<file path="config.mk">
export PLATFORM = sky130hd
export DESIGN_NAME = sync_fifo_oreg
export DESIGN_NICKNAME = d
export VERILOG_FILES = /design/src/rtl/sfq_pkg.sv /design/src/rtl/sfq_ctrl.sv /design/src/rtl/sfq_store.sv /design/src/rtl/sfq_ostage.sv /design/src/rtl/sync_fifo_oreg.sv
export SDC_FILE = /design/constraint.sdc
export NUM_CORES = 1
export LEC_CHECK = 0
export BUFFER_PORTS_ARGS = -buffer_cell sky130_fd_sc_hd__buf_4
export CAP_MARGIN = 30
export CORE_ASPECT_RATIO = 1.75
export CORE_UTILIZATION = 53
export DETAILED_ROUTE_END_ITERATION = 16
export PLACE_DENSITY = 0.8
export SKIP_CTS_REPAIR_TIMING = 1
export SLEW_MARGIN = 20
export SYNTH_ARGS = -nofsm -noshare
export SYNTH_HDL_FRONTEND = slang
export SYNTH_SLANG_ARGS = --single-unit
</file>
<file path="constraint.sdc">
create_clock -name clk -period 3 [get_ports clk]
set_input_delay 0.15 -clock clk [delete_from_list [all_inputs] [get_ports clk]]
set_output_delay 0.15 -clock clk [all_outputs]
set_load 0.005 [all_outputs]
</file>
<file path="src/rtl/sfq_pkg.sv">
package sfq_pkg;

    typedef enum logic [1:0] {
        FILL_EMPTY   = 2'd0,
        FILL_PARTIAL = 2'd1,
        FILL_FULL    = 2'd2
    } fill_state_e;

    typedef enum logic [1:0] {
        OQ_BYPASS = 2'd0,
        OQ_PIPE   = 2'd1,
        OQ_GATED  = 2'd2
    } oq_mode_e;

endpackage

</file>
<file path="src/rtl/sfq_ctrl.sv">
module sfq_ctrl
    import sfq_pkg::*;
#(
    parameter int DEPTH    = 16,
    parameter int AE_LEVEL = 2,
    parameter int AF_LEVEL = 14,
    localparam int AW      = $clog2(DEPTH),
    localparam int CW      = AW + 1
) (
    input  logic          clk,
    input  logic          rst,
    input  logic          wr_en,
    input  logic          rd_en,
    output logic          wr_go,
    output logic          rd_go,
    output logic [AW-1:0] wr_ptr,
    output logic [AW-1:0] rd_ptr,
    output logic [CW-1:0] occ,
    output logic          empty,
    output logic          full,
    output logic          almost_empty,
    output logic          almost_full
);

    localparam logic [CW-1:0] OCC_ONE  = CW'(1);
    localparam logic [CW-1:0] OCC_LAST = CW'(DEPTH - 1);
    localparam logic [CW-1:0] AE_C     = CW'(AE_LEVEL);
    localparam logic [CW-1:0] AF_C     = CW'(AF_LEVEL);

    fill_state_e  state_q, state_d;
    logic [CW-1:0] occ_d;

    // request acceptance depends only on the fill state
    always_comb begin
        wr_go = wr_en && (state_q != FILL_FULL);
        rd_go = rd_en && (state_q != FILL_EMPTY);
    end

    // next occupancy
    always_comb begin
        unique case ({wr_go, rd_go})
            2'b10:   occ_d = occ + OCC_ONE;
            2'b01:   occ_d = occ - OCC_ONE;
            default: occ_d = occ;
        endcase
    end

    // next fill state
    always_comb begin
        state_d = state_q;
        unique case (state_q)
            FILL_EMPTY: begin
                if (wr_go)
                    state_d = (OCC_LAST == '0) ? FILL_FULL : FILL_PARTIAL;
            end
            FILL_PARTIAL: begin
                if (rd_go && !wr_go && occ == OCC_ONE)
                    state_d = FILL_EMPTY;
                else if (wr_go && !rd_go && occ == OCC_LAST)
                    state_d = FILL_FULL;
            end
            FILL_FULL: begin
                if (rd_go)
                    state_d = (OCC_LAST == '0) ? FILL_EMPTY : FILL_PARTIAL;
            end
            default: state_d = FILL_EMPTY;
        endcase
    end

    // state register
    always_ff @(posedge clk) begin
        if (rst)
            state_q <= FILL_EMPTY;
        else
            state_q <= state_d;
    end

    // pointers and occupancy
    always_ff @(posedge clk) begin
        if (rst) begin
            wr_ptr <= '0;
            rd_ptr <= '0;
            occ    <= '0;
        end else begin
            if (wr_go) wr_ptr <= wr_ptr + AW'(1);
            if (rd_go) rd_ptr <= rd_ptr + AW'(1);
            occ <= occ_d;
        end
    end

    // outputs from state and count
    always_comb begin
        empty        = 1'b0;
        full         = 1'b0;
        unique case (state_q)
            FILL_EMPTY:   empty = 1'b1;
            FILL_PARTIAL: ;
            FILL_FULL:    full  = 1'b1;
            default:      empty = 1'b1;
        endcase
        almost_empty = (occ <= AE_C);
        almost_full  = (occ >= AF_C);
    end

endmodule

</file>
<file path="src/rtl/sfq_store.sv">
module sfq_store #(
    parameter int DATA_WIDTH = 8,
    parameter int DEPTH      = 16,
    localparam int AW        = $clog2(DEPTH)
) (
    input  logic                  clk,
    input  logic                  rst,
    input  logic                  wr_go,
    input  logic [AW-1:0]         wr_addr,
    input  logic [DATA_WIDTH-1:0] wr_data,
    input  logic                  rd_go,
    input  logic [AW-1:0]         rd_addr,
    output logic [DATA_WIDTH-1:0] rd_word
);

    logic [DATA_WIDTH-1:0] cells [DEPTH];

    always_ff @(posedge clk) begin
        if (wr_go)
            cells[wr_addr] <= wr_data;
    end

    // registered read port: the word appears after the accepting edge
    always_ff @(posedge clk) begin
        if (rst)
            rd_word <= '0;
        else if (rd_go)
            rd_word <= cells[rd_addr];
    end

endmodule

</file>
<file path="src/rtl/sfq_ostage.sv">
module sfq_ostage
    import sfq_pkg::*;
#(
    parameter int       DATA_WIDTH = 8,
    parameter oq_mode_e OUT_MODE   = OQ_GATED
) (
    input  logic                  clk,
    input  logic                  rst,
    input  logic                  rd_en,
    input  logic [DATA_WIDTH-1:0] mem_q,
    output logic [DATA_WIDTH-1:0] q
);

    generate
        if (OUT_MODE == OQ_BYPASS) begin : g_bypass
            assign q = mem_q;
        end else if (OUT_MODE == OQ_PIPE) begin : g_pipe
            logic [DATA_WIDTH-1:0] q_r;
            always_ff @(posedge clk) begin
                if (rst) q_r <= '0;
                else     q_r <= mem_q;
            end
            assign q = q_r;
        end else begin : g_gated
            logic [DATA_WIDTH-1:0] q_r;
            always_ff @(posedge clk) begin
                if (rst)        q_r <= '0;
                else if (rd_en) q_r <= mem_q;
            end
            assign q = q_r;
        end
    endgenerate

endmodule

</file>
<file path="src/rtl/sync_fifo_oreg.sv">
module sync_fifo_oreg
    import sfq_pkg::*;
#(
    parameter int       DATA_WIDTH = 8,
    parameter int       DEPTH      = 16,
    parameter int       AE_LEVEL   = 2,
    parameter int       AF_LEVEL   = 14,
    parameter oq_mode_e OUT_MODE   = OQ_GATED
) (
    input  logic                  clk,
    input  logic                  rst,
    input  logic                  wr_en,
    input  logic [DATA_WIDTH-1:0] wr_data,
    input  logic                  rd_en,
    output logic [DATA_WIDTH-1:0] rd_q,
    output logic                  empty,
    output logic                  almost_empty,
    output logic                  full,
    output logic                  almost_full
);

    localparam int AW = $clog2(DEPTH);
    localparam int CW = AW + 1;

    logic                  wr_go, rd_go;
    logic [AW-1:0]         wr_ptr, rd_ptr;
    logic [CW-1:0]         occ;
    logic [DATA_WIDTH-1:0] mem_q;

    sfq_ctrl #(
        .DEPTH   (DEPTH),
        .AE_LEVEL(AE_LEVEL),
        .AF_LEVEL(AF_LEVEL)
    ) u_ctrl (
        .clk         (clk),
        .rst         (rst),
        .wr_en       (wr_en),
        .rd_en       (rd_en),
        .wr_go       (wr_go),
        .rd_go       (rd_go),
        .wr_ptr      (wr_ptr),
        .rd_ptr      (rd_ptr),
        .occ         (occ),
        .empty       (empty),
        .full        (full),
        .almost_empty(almost_empty),
        .almost_full (almost_full)
    );

    sfq_store #(
        .DATA_WIDTH(DATA_WIDTH),
        .DEPTH     (DEPTH)
    ) u_store (
        .clk    (clk),
        .rst    (rst),
        .wr_go  (wr_go),
        .wr_addr(wr_ptr),
        .wr_data(wr_data),
        .rd_go  (rd_go),
        .rd_addr(rd_ptr),
        .rd_word(mem_q)
    );

    sfq_ostage #(
        .DATA_WIDTH(DATA_WIDTH),
        .OUT_MODE  (OUT_MODE)
    ) u_ostage (
        .clk  (clk),
        .rst  (rst),
        .rd_en(rd_en),
        .mem_q(mem_q),
        .q    (rd_q)
    );

endmodule

</file>
==> reports/qor.yml <==
logic_synthesis:
  ys_ff_latch: 159
  synth_top_family_by_area: "multiplexers"
  yosys_warnings: 0
  synthesis.nets: 422
  synth-xor-area-share_pct: 1.37
  yosysSeqAreaShare_pct: 70.0
  ys.flop_type: "edfxtp_1"
  synth-compound-area-share_pct: 4.91
  ys_types: 36
  synth_edf_count: 128
  syn_area_sq_um: 6380
  synthAdderAreaFrac_pct: 2.94
  synthArstFlopShare_pct: 0
  yosys.area_share.simple_pct: 5.14
  synth_mux_area_share_pct: 13.4
  synthCells: 395
  avgSynthCellArea_sq_um: 16.1
timing:
  setup_ws_ns: 0.436
  skew_ns: 0.00844
  max_slew_margin_pct: 46.8
  rsz0062_at_grt: "false"
  worst_pin_slew_ns: 0.794
  fin_hold_ws_ns: 0.0467
  hold_violations: 0
  min_period_over_period_pct: 85.5
  fin_tns_setup_ns: 0
  period_needed_ns: 2.56
  slew_viol_final: 0
  setup_viol: 0
  fmax_mhz: 390
clocking:
  htreeDepth: 4
  cts_root_buf: "clkbuf_16"
  clock-sinks: 159
  cts_tree: "built"
  cts.path.max_buffers: 2
  cts_buffers: 17
  cts.clk_slew.worst_paths_ns: 0.07
  insertion_delay_ns: 0.42
power:
  netSwitchingFraction_pct: 26.0
  power_frac_seq_pct: 48.0
  leakagePower_nw: 2.44
  internal-power_mw: 4.01
  irDropWorstVdd_mv: 0.476
  power_frac_clock_pct: 37.3
  power.switching_mw: 1.41
  finalPower_mw: 5.42
  p_per_area_nw_per_um2: 743
  comb_power_share_pct: 14.7
routing:
  drt-initial-drc-count: 243
  via_count: 3465
  ant_nets: 0
  detail_route.first_pass.iterations: 11
  wl_um: 12200
  post_drt_wl_per_cell_um: 21.2
  route.detailed.drc: 3
  via_per_inst: 5.99
setup_path:
  cp_top_family: "simple AND/OR/NAND/NOR gates"
  cp.buffers_inverters: 1
  cp_cell_sequence: "inv_1, ha_1, nor2b_1, nand2_1, nor2_1"
  worstPathMaxFanout: 10
  end_kind: "flip-flop"
  crit_type: "reg -> reg"
  cp_slowest_cell: "nor2_1"
  required_ns: 3.04
  cpPeakStageDelay_ns: 0.68
  worstSetupStartpointType: "flip-flop"
  cp.arrival_ns: 2.61
global_route:
  overflow: 0
  antenna_found_initial: 0
  gr-usage-all-layers_pct: 21.4
  grt_pass1_vias: 3577
  grt_pass1_wl_um: 19300
  grt_max_degree: 32
die:
  core_sq_um: 11600
  die_y_um: 147
  dieArea_sq_um: 12500
  io_pins: 24
  start_util_pct: 54.7
  die_w_um: 84.9
  rows: 52
layout:
  final_area_sq_um: 7300
  multi_input_area_sq_um: 1770
  fillers: 803
  synthToLayoutAreaGrowth_pct: 14.5
  utilization_pct: 62.7
  nets: 457
  final_cells: 578
  diodes: 0
  drive_gt1_share_pct: 20.1
  seq_area_sq_um: 4470
placement:
  gp_congestion: 0.810
  dp_hpwl_um: 8310
  portBuffers: 23
  dp.cells: 546
  dp_slack_ns: 0.439
  placed_area_sq_um: 6740
run_status:
  violations: "DRC"
  status: "complete, but fails checks"
flow_run:
  maxCapViolCount: 0
min_path:
  min_path_type: "in -> reg"
## final cells by class
| cell class | instances | share of cell area (%) |
|---|---|---|
| Inverter | 10 | 0.514 |
| Tap cell | 135 | 2.31 |
| Sequential cell | 159 | 61.2 |
| Clock buffer | 17 | 5.83 |
| Timing Repair Buffer | 37 | 3.98 |
| Clock inverter | 15 | 1.89 |
| Multi-Input combinational cell | 205 | 24.3 |
## flip-flops by register name (all words and copies together) (netlist names)
signal and cells:
u_ctrl.occ 5, u_ctrl.rd_ptr 4, u_ctrl.state_q 2, u_ctrl.wr_ptr 4
u_ostage.q 8, u_store.cells 128, u_store.rd_word 8
## layout by cell type, fill, tap and decap left out, drive strengths merged
master / n
nor3: 4
nor3b: 1
dfxtp: 31
inv: 15
nor2b: 4
xnor2: 4
nand2b: 5
a22oi: 15
and2: 1
edfxtp: 128
ha: 15
nand3: 1
and3: 1
a211oi: 1
clkinv: 5
a32oi: 7
nor2: 36
a21boi: 1
xor2: 6
nand2: 13
a221oi: 2
clkbuf: 17
buf: 37
a21oi: 7
mux2: 1
or4b: 1
mux2i: 44
clkinvlp: 4
o22ai: 1
nand4b: 1
o21ai: 10
mux4: 18
nand4: 1
bufinv: 1
o211ai: 2
or3: 2
## worst reg2reg max path: stages (launching register included)
cell and delay, ns:
dfxtp_1 0.34, inv_1 0.07, ha_1 0.24, nor2b_1 0.58, nand2_1 0.28, nor2_1 0.68
## logic make-up after synthesis
logic type / after synthesis
AO/OA/AOI/OAI: 46
XOR/XNOR: 10
adder cells (fa/ha/maj): 15
buffers and inverters: 31
flip-flops: 159
multiplexers: 63
AND/OR/NAND/NOR: 71
## power by group through the flow
stage	registers [mW]	clock network (mW)	logic, mW
finish	2.60	2.02	0.795
floorplan	2.62	0	0.543
CTS	2.60	2.05	0.803
global placement	2.64	0	0.772
detailed placement	2.65	0	0.799
global route	2.62	2.13	0.875
## cells in the mapped netlist (all sizes together) (2+ instances only)
| library cell | number | area (sq um) |
|---|---|---|
| edfxtp | 128 | 3840 |
| clkbuf | 9 | 33.8 |
| xor2 | 6 | 52.6 |
| dfxtp | 31 | 621 |
| nand2b | 5 | 31.3 |
| nor2 | 36 | 135 |
| o211ai | 2 | 15.0 |
| mux4 | 18 | 405 |
| buf | 12 | 67.6 |
| nand2 | 13 | 48.8 |
| nor3 | 4 | 20.0 |
| a21oi | 7 | 35.0 |
| mux2i | 44 | 440 |
| a22oi | 15 | 113 |
| a32oi | 7 | 61.3 |
| inv | 10 | 37.5 |
| xnor2 | 4 | 35.0 |
| ha | 15 | 188 |
| nor2b | 4 | 25.0 |
| a221oi | 2 | 17.5 |
| o21ai | 10 | 50.1 |
| or3 | 2 | 12.5 |
## per-layer routing
layer  GRT usage, %  part of all wire [%]  vias up
li1               -                     -     1581
met5              0                     0        -
met4           10.3                   2.0        0
met1           22.9                    36     1748
met2           39.6                    57      116
met3           4.27                   4.2       20
## path summary, 6_finish.rpt
kind,from,endpoint,slack [ns],cells past startpoint
worst max-delay path,u_ctrl.state_q[0],u_store.cells[7][7],0.44,5
worst min-delay path,wr_data[3],u_store.cells[2][3],0.05,1
worst max register to register,u_ctrl.state_q[0],u_store.cells[7][7],0.44,5
worst min register to register,u_store.rd_word[0],u_store.rd_word[0],0.49,2
Note: power is estimated with default switching activity, not from simulation.
